==> config.mk <==
export PLATFORM = sky130hd
export DESIGN_NAME = pcm_pack_fifo
export DESIGN_NICKNAME = d
export VERILOG_FILES = /design/src/rtl/pcm_pack_pkg.sv /design/src/rtl/pcm_packer.sv /design/src/rtl/pcm_word_fifo.sv /design/src/rtl/pcm_pack_fifo.sv
export SDC_FILE = /design/constraint.sdc
export NUM_CORES = 1
export LEC_CHECK = 0
export ABC_AREA = 1
export BUFFER_PORTS_ARGS = -buffer_cell sky130_fd_sc_hd__buf_2
export CORE_UTILIZATION = 40
export CTS_CLUSTER_DIAMETER = 150
export CTS_CLUSTER_SIZE = 12
export DETAILED_ROUTE_END_ITERATION = 7
export GPL_TIMING_DRIVEN = 0
export SLEW_MARGIN = 25
export SYNTH_ARGS = -nofsm -noshare
export SYNTH_HDL_FRONTEND = slang
export SYNTH_SLANG_ARGS = --single-unit
==> constraint.sdc <==
create_clock -name clk -period 6.11 [get_ports clk]
set_input_delay 0.3055 -clock clk [delete_from_list [all_inputs] [get_ports clk]]
set_output_delay 0.3055 -clock clk [all_outputs]
set_load 0.1 [all_outputs]
==> src/rtl/pcm_pack_pkg.sv <==
package pcm_pack_pkg;

    localparam int SMP_W      = 16;
    localparam int FIFO_DEPTH = 16;

    // One half of a word under assembly
    typedef struct packed {
        logic             full;
        logic [SMP_W-1:0] data;
    } half_t;

    typedef enum logic {
        MODE_MONO   = 1'b0,
        MODE_STEREO = 1'b1
    } pack_mode_e;

    // Choose the half a new sample belongs in
    function automatic logic pick_slot(input pack_mode_e mode,
                                       input logic chan,
                                       input logic hi_full);
        if (mode == MODE_STEREO) return chan;
        return hi_full ? 1'b0 : 1'b1;
    endfunction

endpackage

==> src/rtl/pcm_packer.sv <==
module pcm_packer
    import pcm_pack_pkg::*;
#(
    parameter int SW = SMP_W,
    localparam int WW = 2 * SW
) (
    input  logic          clk,
    input  logic          rst,
    input  logic          en,
    input  pack_mode_e    mode,
    input  logic          in_valid,
    input  logic          in_chan,
    input  logic [SW-1:0] in_data,
    output logic          push,
    output logic [WW-1:0] word
);

    half_t slot_q [2];
    logic  take;
    logic  tgt;

    assign take = en && in_valid && !(mode == MODE_MONO && in_chan);
    assign tgt  = pick_slot(mode, in_chan, slot_q[1].full);
    assign push = take && slot_q[!tgt].full;
    assign word = {tgt ? in_data : slot_q[1].data,
                   tgt ? slot_q[0].data : in_data};

    for (genvar i = 0; i < 2; i++) begin : g_slot
        always_ff @(posedge clk) begin
            if (rst || !en) begin
                slot_q[i] <= '0;
            end else if (push) begin
                slot_q[i] <= '0;
            end else if (take && tgt == i[0]) begin
                slot_q[i] <= '{full: 1'b1, data: in_data};
            end
        end
    end

endmodule

==> src/rtl/pcm_word_fifo.sv <==
module pcm_word_fifo
    import pcm_pack_pkg::*;
#(
    parameter int W     = 2 * SMP_W,
    parameter int DEPTH = FIFO_DEPTH,
    localparam int AW = $clog2(DEPTH),
    localparam int LW = $clog2(DEPTH + 1)
) (
    input  logic          clk,
    input  logic          rst,
    input  logic          wr_req,
    input  logic [W-1:0]  wr_data,
    input  logic          rd_req,
    input  logic          ovf_clr,
    output logic [W-1:0]  rd_data,
    output logic [LW-1:0] level,
    output logic          ovf
);

    logic [W-1:0]  mem [DEPTH];
    logic [AW-1:0] wp_q, rp_q;
    logic [LW-1:0] cnt_q;
    logic          do_rd, do_wr, drop;

    assign do_rd = rd_req && (cnt_q != '0);
    assign do_wr = wr_req && ((cnt_q != LW'(DEPTH)) || do_rd);
    assign drop  = wr_req && !do_wr;

    always_ff @(posedge clk) begin
        if (do_wr) mem[wp_q] <= wr_data;
    end

    always_ff @(posedge clk) begin
        if (rst) begin
            wp_q  <= '0;
            rp_q  <= '0;
            cnt_q <= '0;
            ovf   <= 1'b0;
        end else begin
            if (do_wr) wp_q <= (wp_q == AW'(DEPTH - 1)) ? '0 : wp_q + 1'b1;
            if (do_rd) rp_q <= (rp_q == AW'(DEPTH - 1)) ? '0 : rp_q + 1'b1;
            cnt_q <= cnt_q + LW'(do_wr) - LW'(do_rd);
            if (drop)         ovf <= 1'b1;
            else if (ovf_clr) ovf <= 1'b0;
        end
    end

    assign rd_data = (cnt_q != '0) ? mem[rp_q] : '0;
    assign level   = cnt_q;

endmodule

==> src/rtl/pcm_pack_fifo.sv <==
module pcm_pack_fifo
    import pcm_pack_pkg::*;
#(
    parameter int SW    = SMP_W,
    parameter int DEPTH = FIFO_DEPTH,
    localparam int WW = 2 * SW,
    localparam int TW = $clog2(DEPTH),
    localparam int LW = $clog2(DEPTH + 1)
) (
    input  logic          clk,
    input  logic          rst,
    input  logic          fifo_en,
    input  logic          stereo,
    input  logic [SW-1:0] smp_data,
    input  logic          smp_chan,
    input  logic          smp_valid,
    input  logic [TW-1:0] avail_thresh,
    input  logic          rd_strobe,
    input  logic          ovf_clr,
    output logic [WW-1:0] rd_data,
    output logic          data_avail,
    output logic          ovf_flag,
    output logic [LW-1:0] fill_level
);

    logic          push;
    logic [WW-1:0] word;
    pack_mode_e    mode;

    assign mode = stereo ? MODE_STEREO : MODE_MONO;

    pcm_packer #(.SW(SW)) u_pack (
        .clk      (clk),
        .rst      (rst),
        .en       (fifo_en),
        .mode     (mode),
        .in_valid (smp_valid),
        .in_chan  (smp_chan),
        .in_data  (smp_data),
        .push     (push),
        .word     (word)
    );

    pcm_word_fifo #(.W(WW), .DEPTH(DEPTH)) u_fifo (
        .clk     (clk),
        .rst     (rst),
        .wr_req  (push),
        .wr_data (word),
        .rd_req  (rd_strobe),
        .ovf_clr (ovf_clr),
        .rd_data (rd_data),
        .level   (fill_level),
        .ovf     (ovf_flag)
    );

    assign data_avail = fill_level >= LW'(avail_thresh);

endmodule

After elaboration in Yosys (flattened, before gate mapping)

Memories as Yosys holds them, arrays and structs flattened. A register that Yosys moved wholly into a read port is not among the register bits.
Cells that the tools add are included.

Register bits after elaboration: 14
RAM bits: 546
Output and inout port bits: 39
Word-level logic and storage cells: 70
Memories: 2

Memory list:

| name          | words | bits a word | rd ports | clocked after memory_dff | write ports | line                | RTL |
|---|---|---|---|---|---|---|---|
| u_fifo.mem    | 16    | 32          | 1        | 1                        | 1           | pcm_word_fifo.sv:20 | `logic [W-1:0] mem [DEPTH];` |
| u_pack.slot_q | 2     | 17          | 3        | 0                        | 2           | pcm_packer.sv:18    | `half_t slot_q [2];` |

Add/subtract/negate cells: 4
$lt $le $gt $ge: 1
Equality and inequality tests: 3
Muxes and demuxes: 33
Bitwise logic cells: 6
Reduce and logical (&&, ||, !) cells: 17

Operators with widths:

| kind                                                          | count |
|---|---|
| 17-bit 2-to-1 mux                                             | 4 |
| 16-bit 2-to-1 mux                                             | 2 |
| 32-bit 2-to-1 mux                                             | 1 |
| 1-bit 2-to-1 mux                                              | 22 |
| 4-bit 2-to-1 mux                                              | 4 |
| 1-bit logical AND                                             | 9 |
| 4-bit by 1-bit adder with 4-bit output, second input constant | 2 |
| 4-bit equality test, second input constant                    | 2 |
| 5-bit by 1-bit adder with 5-bit output                        | 1 |
| 5-bit by 4-bit greater-or-equal comparator with 1-bit output  | 1 |
| 5-bit inequality test, second input constant                  | 1 |
| 5-bit nonzero test                                            | 1 |
| 5-bit by 1-bit subtractor with 5-bit output                   | 1 |
| 1-bit zero test                                               | 4 |
| 1-bit OR                                                      | 4 |
| 1-bit logical OR                                              | 2 |
| 1-bit inverter                                                | 2 |
| 2-bit nonzero test                                            | 1 |

Logic depth before layout (Yosys ltp)

Depth in word-level cells: 11
Gate-level depth with buffers: 13
Depth with buffers taken out: 13

Modules after synthesis

A second synthesis with hierarchy kept.

Cells, all modules: 2011
Area, all modules: 23438.7 um2

By module, submodules not included:

| module        | instances | cells each | area an instance (um2) |
|---|---|---|---|
| pcm_word_fifo | 1         | 1812       | 21593.2 |
| pcm_packer    | 1         | 178        | 1726.7 |
| pcm_pack_fifo | 1         | 21         | 118.9 |

Least setup slack after synthesis

Ideal clock, no wire load.

Path type: flip-flop to flip-flop
From: register u_fifo.cnt_q[2], in the netlist u_fifo.level[2]
To: memory u_fifo.mem[0][0] in the netlist's numbering, enable pin
Library setup time: 421 ps
Data arrival time: 3227 ps
Required time: 5689 ps
Slack: 2462 ps
Cell stages (with the launch flop): 8
Path through: dfxtp_1 inv_1 ha_1 nand3_1 nand3_4 inv_2 nand2_1 nor2_1

Cells in the longest elaborated chain, start to end: 6
Elaborated cells on any way between the ends: 7

RTL lines:

| element                                    | line                | RTL |
|---|---|---|
| start: declaration                         | pcm_word_fifo.sv:22 | `logic [LW-1:0] cnt_q;` |
| start signal: assignment                   | pcm_word_fifo.sv:42 | `cnt_q <= cnt_q + LW'(do_wr) - LW'(do_rd);` |
| 5-bit nonzero test                         | pcm_word_fifo.sv:25 | `assign do_rd = rd_req && (cnt_q != '0);` |
| 1-bit logical AND                          | pcm_word_fifo.sv:25 |  |
| 1-bit logical OR (*)                       | pcm_word_fifo.sv:26 | `assign do_wr = wr_req && ((cnt_q != LW'(DEPTH)) \|\| do_rd);` |
| 1-bit logical AND (*)                      | pcm_word_fifo.sv:26 |  |
| via u_fifo.do_wr                           | pcm_word_fifo.sv:23 | `logic do_rd, do_wr, drop;` |
| 1-bit 2-to-1 mux (*)                       | pcm_word_fifo.sv:30 | `if (do_wr) mem[wp_q] <= wr_data;` |
| 1-bit 2-to-1 mux (implied by the code) (*) | pcm_word_fifo.sv:30 |  |
| end: declaration                           | pcm_word_fifo.sv:20 |  |

The timed path passes the listed nets; every way through them passes the cells marked *.

==> summary.txt <==
height of the die - 243 µm
clock skew - 14.6 ps
maximum buffer depth of the clock tree - 3
number of warnings printed during yosys synthesis - 0
total congestion overflow - 0
clock transition at the registers of the reported paths - 60 ps
total power divided by cell area - 399 nW/µm²
maximum number of pins on one net before global-route repair - 19
worst-path maximum fanout - 10
clock tree from TritonCTS - built
worst setup slack before clock tree synthesis - 3160 ps
CTS Root Cell - clkbuf_16
post-synthesis register bit count - 564
worst relative slew slack - 0.323
setup slack of the critical path after layout - 2470 ps
Final period util - 0.595
diode count - 0
effective utilization at floorplan - 0.408
number of placed I/O pins - 67
Core Rows - 87
top cell family by delay on the critical path - buffers and inverters
Core Area - 56800 µm²
static power due to leakage - 9.95 nW
chip width - 243 µm
sinks on the clock net - 564
vias in the first global route - 15.6k
worst ir drop on vdd - 0.000411 V
number of DRC markers after the initial detailed-route iteration - 1679
total number of nets in the final design - 2226
fmax - 275 MHz
# fillers - 5099
clock buffers created by TritonCTS - 52
Final Critical Period - 3640 ps
port bufs - 66
share of layout cells above drive strength 1 - 0.142
post-synthesis cell type count - 28
max-slew violation count - 0
first-pass GRT wire length - 98.1 mm
Avg WL per Cell - 22.3 µm
buffers inserted by post-CTS timing repair - 0
sum of routed wire length over all layers - 65.7 mm
count of cells resized by post-cts repair - 0
hpwl dp - 44.2 mm
data arrival time of the worst path - 3330 ps
worst path bufs/invs - 3
summed area of non-filler cells in the final layout - 27000 µm²
Slowest cell on crit path - clkbuf_1
synthesized area per cell - 11.5 µm²
number of H-tree branching levels - 2
global-route usage over all layers - 0.224
category of the most critical setup path - flip-flop to primary output
antenna violations before repair - 0
total iterations of the first detailed-routing run - 6
global placement routability congestion - 0.820
Worst Hold Class - input pin to flip-flop
critical path startpoint category - flip-flop
required time at the worst-slack endpoint - 5800 ps
syn_nets - 2056
total of max-cap violations - 0
synthesized instance count - 2013
transition at the pin with the smallest max-transition slack - 1010 ps
sequential-to-total area share from yosys stat - 0.722
Die Area - 59000 µm²
longest individual stage delay on the worst path - 630 ps
run status - complete, no violations
final total negative setup slack - 0 ps
CP cell instances - clkbuf_1, clkbuf_1, nand3_1, nand2_1, nand2_1, a21oi_1, buf_2
Setup Viol. Count Final - 0
post-synthesis to final-layout area growth - 16.3%
Clock Latency Late Sink - 600 ps
antenna viol nets, final - 0
DRC violations left - 0
Final Hold Violating Endpoints - 0
setup repair after global routing missed its margin - false
Tot Pwr - 0.0108 W
post-synthesis instance area - 23200 µm²
total number of vias - 15.8k
vias per cell - 5.36
CP Capture Type - primary output
total placed instance area - 25600 µm²
[registers in the layout, indices dropped and copies added, names as in the netlist, named ones only]
| signal | flops |
|---|---|
| u_fifo.level | 5 |
| u_pack.slot_q | 34 |
| u_fifo.rp_q | 4 |
| u_fifo.mem | 512 |
| u_fifo.ovf | 1 |
| u_fifo.wp_q | 4 |
[final timing paths]
check | end | from | depth (start not counted) | slack [ps]
worst min-delay path | u_pack.slot_q[1][2] | smp_data[2] | 3 | 70
worst max-delay path | rd_data[5] | flip-flop | 7 | 2470
worst min register to register | u_fifo.ovf | u_fifo.ovf | 2 | 470
worst max register to register | u_fifo.mem[10][9] | u_pack.slot_q[1][16] | 8 | 3280
[worst reg2reg max path: stages, from the launching register on]
cell	delay, ps
edfxtp_1	430
o21ai_2	350
nand2_2	120
nand2_4	140
nand3_4	130
inv_2	140
nand2_1	240
nor2_4	710
buf_16	260
[what timing repair did]
item | CTS | global route
hold buffers | 1 | 0
endpoints found under the hold margin | 1 | 0
setup endpoints to repair | 0 | 0
[cells in the mapped netlist]
master / number / area, µm²
a21oi_1: 44 / 220
a21oi_4: 1 / 16.3
buf_1: 19 / 71.3
buf_2: 59 / 295
buf_4: 3 / 22.5
buf_6: 2 / 22.5
clkbuf_1: 35 / 131
dfxtp_1: 18 / 360
edfxtp_1: 546 / 16400
fa_1: 1 / 20.0
ha_1: 14 / 175
inv_1: 42 / 158
inv_2: 7 / 26.3
nand2_1: 704 / 2640
nand2_2: 2 / 12.5
nand2_4: 2 / 22.5
nand3_1: 395 / 1980
nand3_4: 3 / 52.6
nand3b_1: 1 / 7.51
nand4_1: 4 / 25.0
nor2_1: 48 / 180
nor2_2: 18 / 113
o21a_1: 2 / 15.0
o21ai_0: 37 / 185
o21ai_2: 1 / 8.76
o21bai_1: 1 / 7.51
xnor2_1: 3 / 26.3
xor2_1: 1 / 8.76
[final cells by class]
class	count	area, µm²	area share
Buffer	118	544	0.0202
Clock buffer	63	1360	0.0505
Clock inverter	2	17.5	0.000649
Inverter	49	184	0.00682
Multi-Input combinational cell	1282	5940	0.220
Sequential cell	564	16800	0.621
Tap cell	756	946	0.0351
Timing Repair Buffer	116	1240	0.0458
[per-stage QoR]
stage	hold WS [ps]	std cells	utilization
CTS	52.1	2950	0.475
global placement	459	2835	0.431
floorplan	469	2013	-
finish	68.5	2950	0.475
global route	74.0	2950	0.475
detailed placement	450	2884	0.450
[metal layers]
| layer | GRT usage | wire length, µm | up-vias |
|---|---|---|---|
| li1 | - | - | 7330 |
| met1 | 0.309 | 27700 | 7663 |
| met2 | 0.352 | 30000 | 689 |
| met3 | 0.0410 | 5510 | 136 |
| met4 | 0.0884 | 2580 | 0 |
| met5 | 0 | 0 | - |
[cells in the final DEF (no fill, tap or decap), types with 5 or more instances in the layout]
master     instances
a21oi_1           44
buf_1             18
buf_16            20
buf_2            125
buf_4              8
buf_6             20
clkbuf_1          45
clkbuf_16         53
dfxtp_1           18
edfxtp_1         546
ha_1              14
inv_1             42
inv_2              7
nand2_1          704
nand3_1          395
nor2_1            32
nor2_2            18
nor2_4            16
o21ai_0            5
o21ai_1            5
o21ai_2           28
[where the power goes]
part,switching (W),internal [W]
logic,0.00282,0.000702
clock network,0.00134,0.00155
registers,0.0000310,0.00433
total,0.00420,0.00657
[kinds of logic after synthesis]
family	Yosys count	synth area share
AND/OR/NAND/NOR	1177	0.217
flip-flops	564	0.722
buffers and inverters	167	0.0313
AO/OA/AOI/OAI	86	0.0195
adder cells (fa/ha/maj)	15	0.00841
XOR/XNOR	4	0.00151
Power figures use the tool's default switching activity.
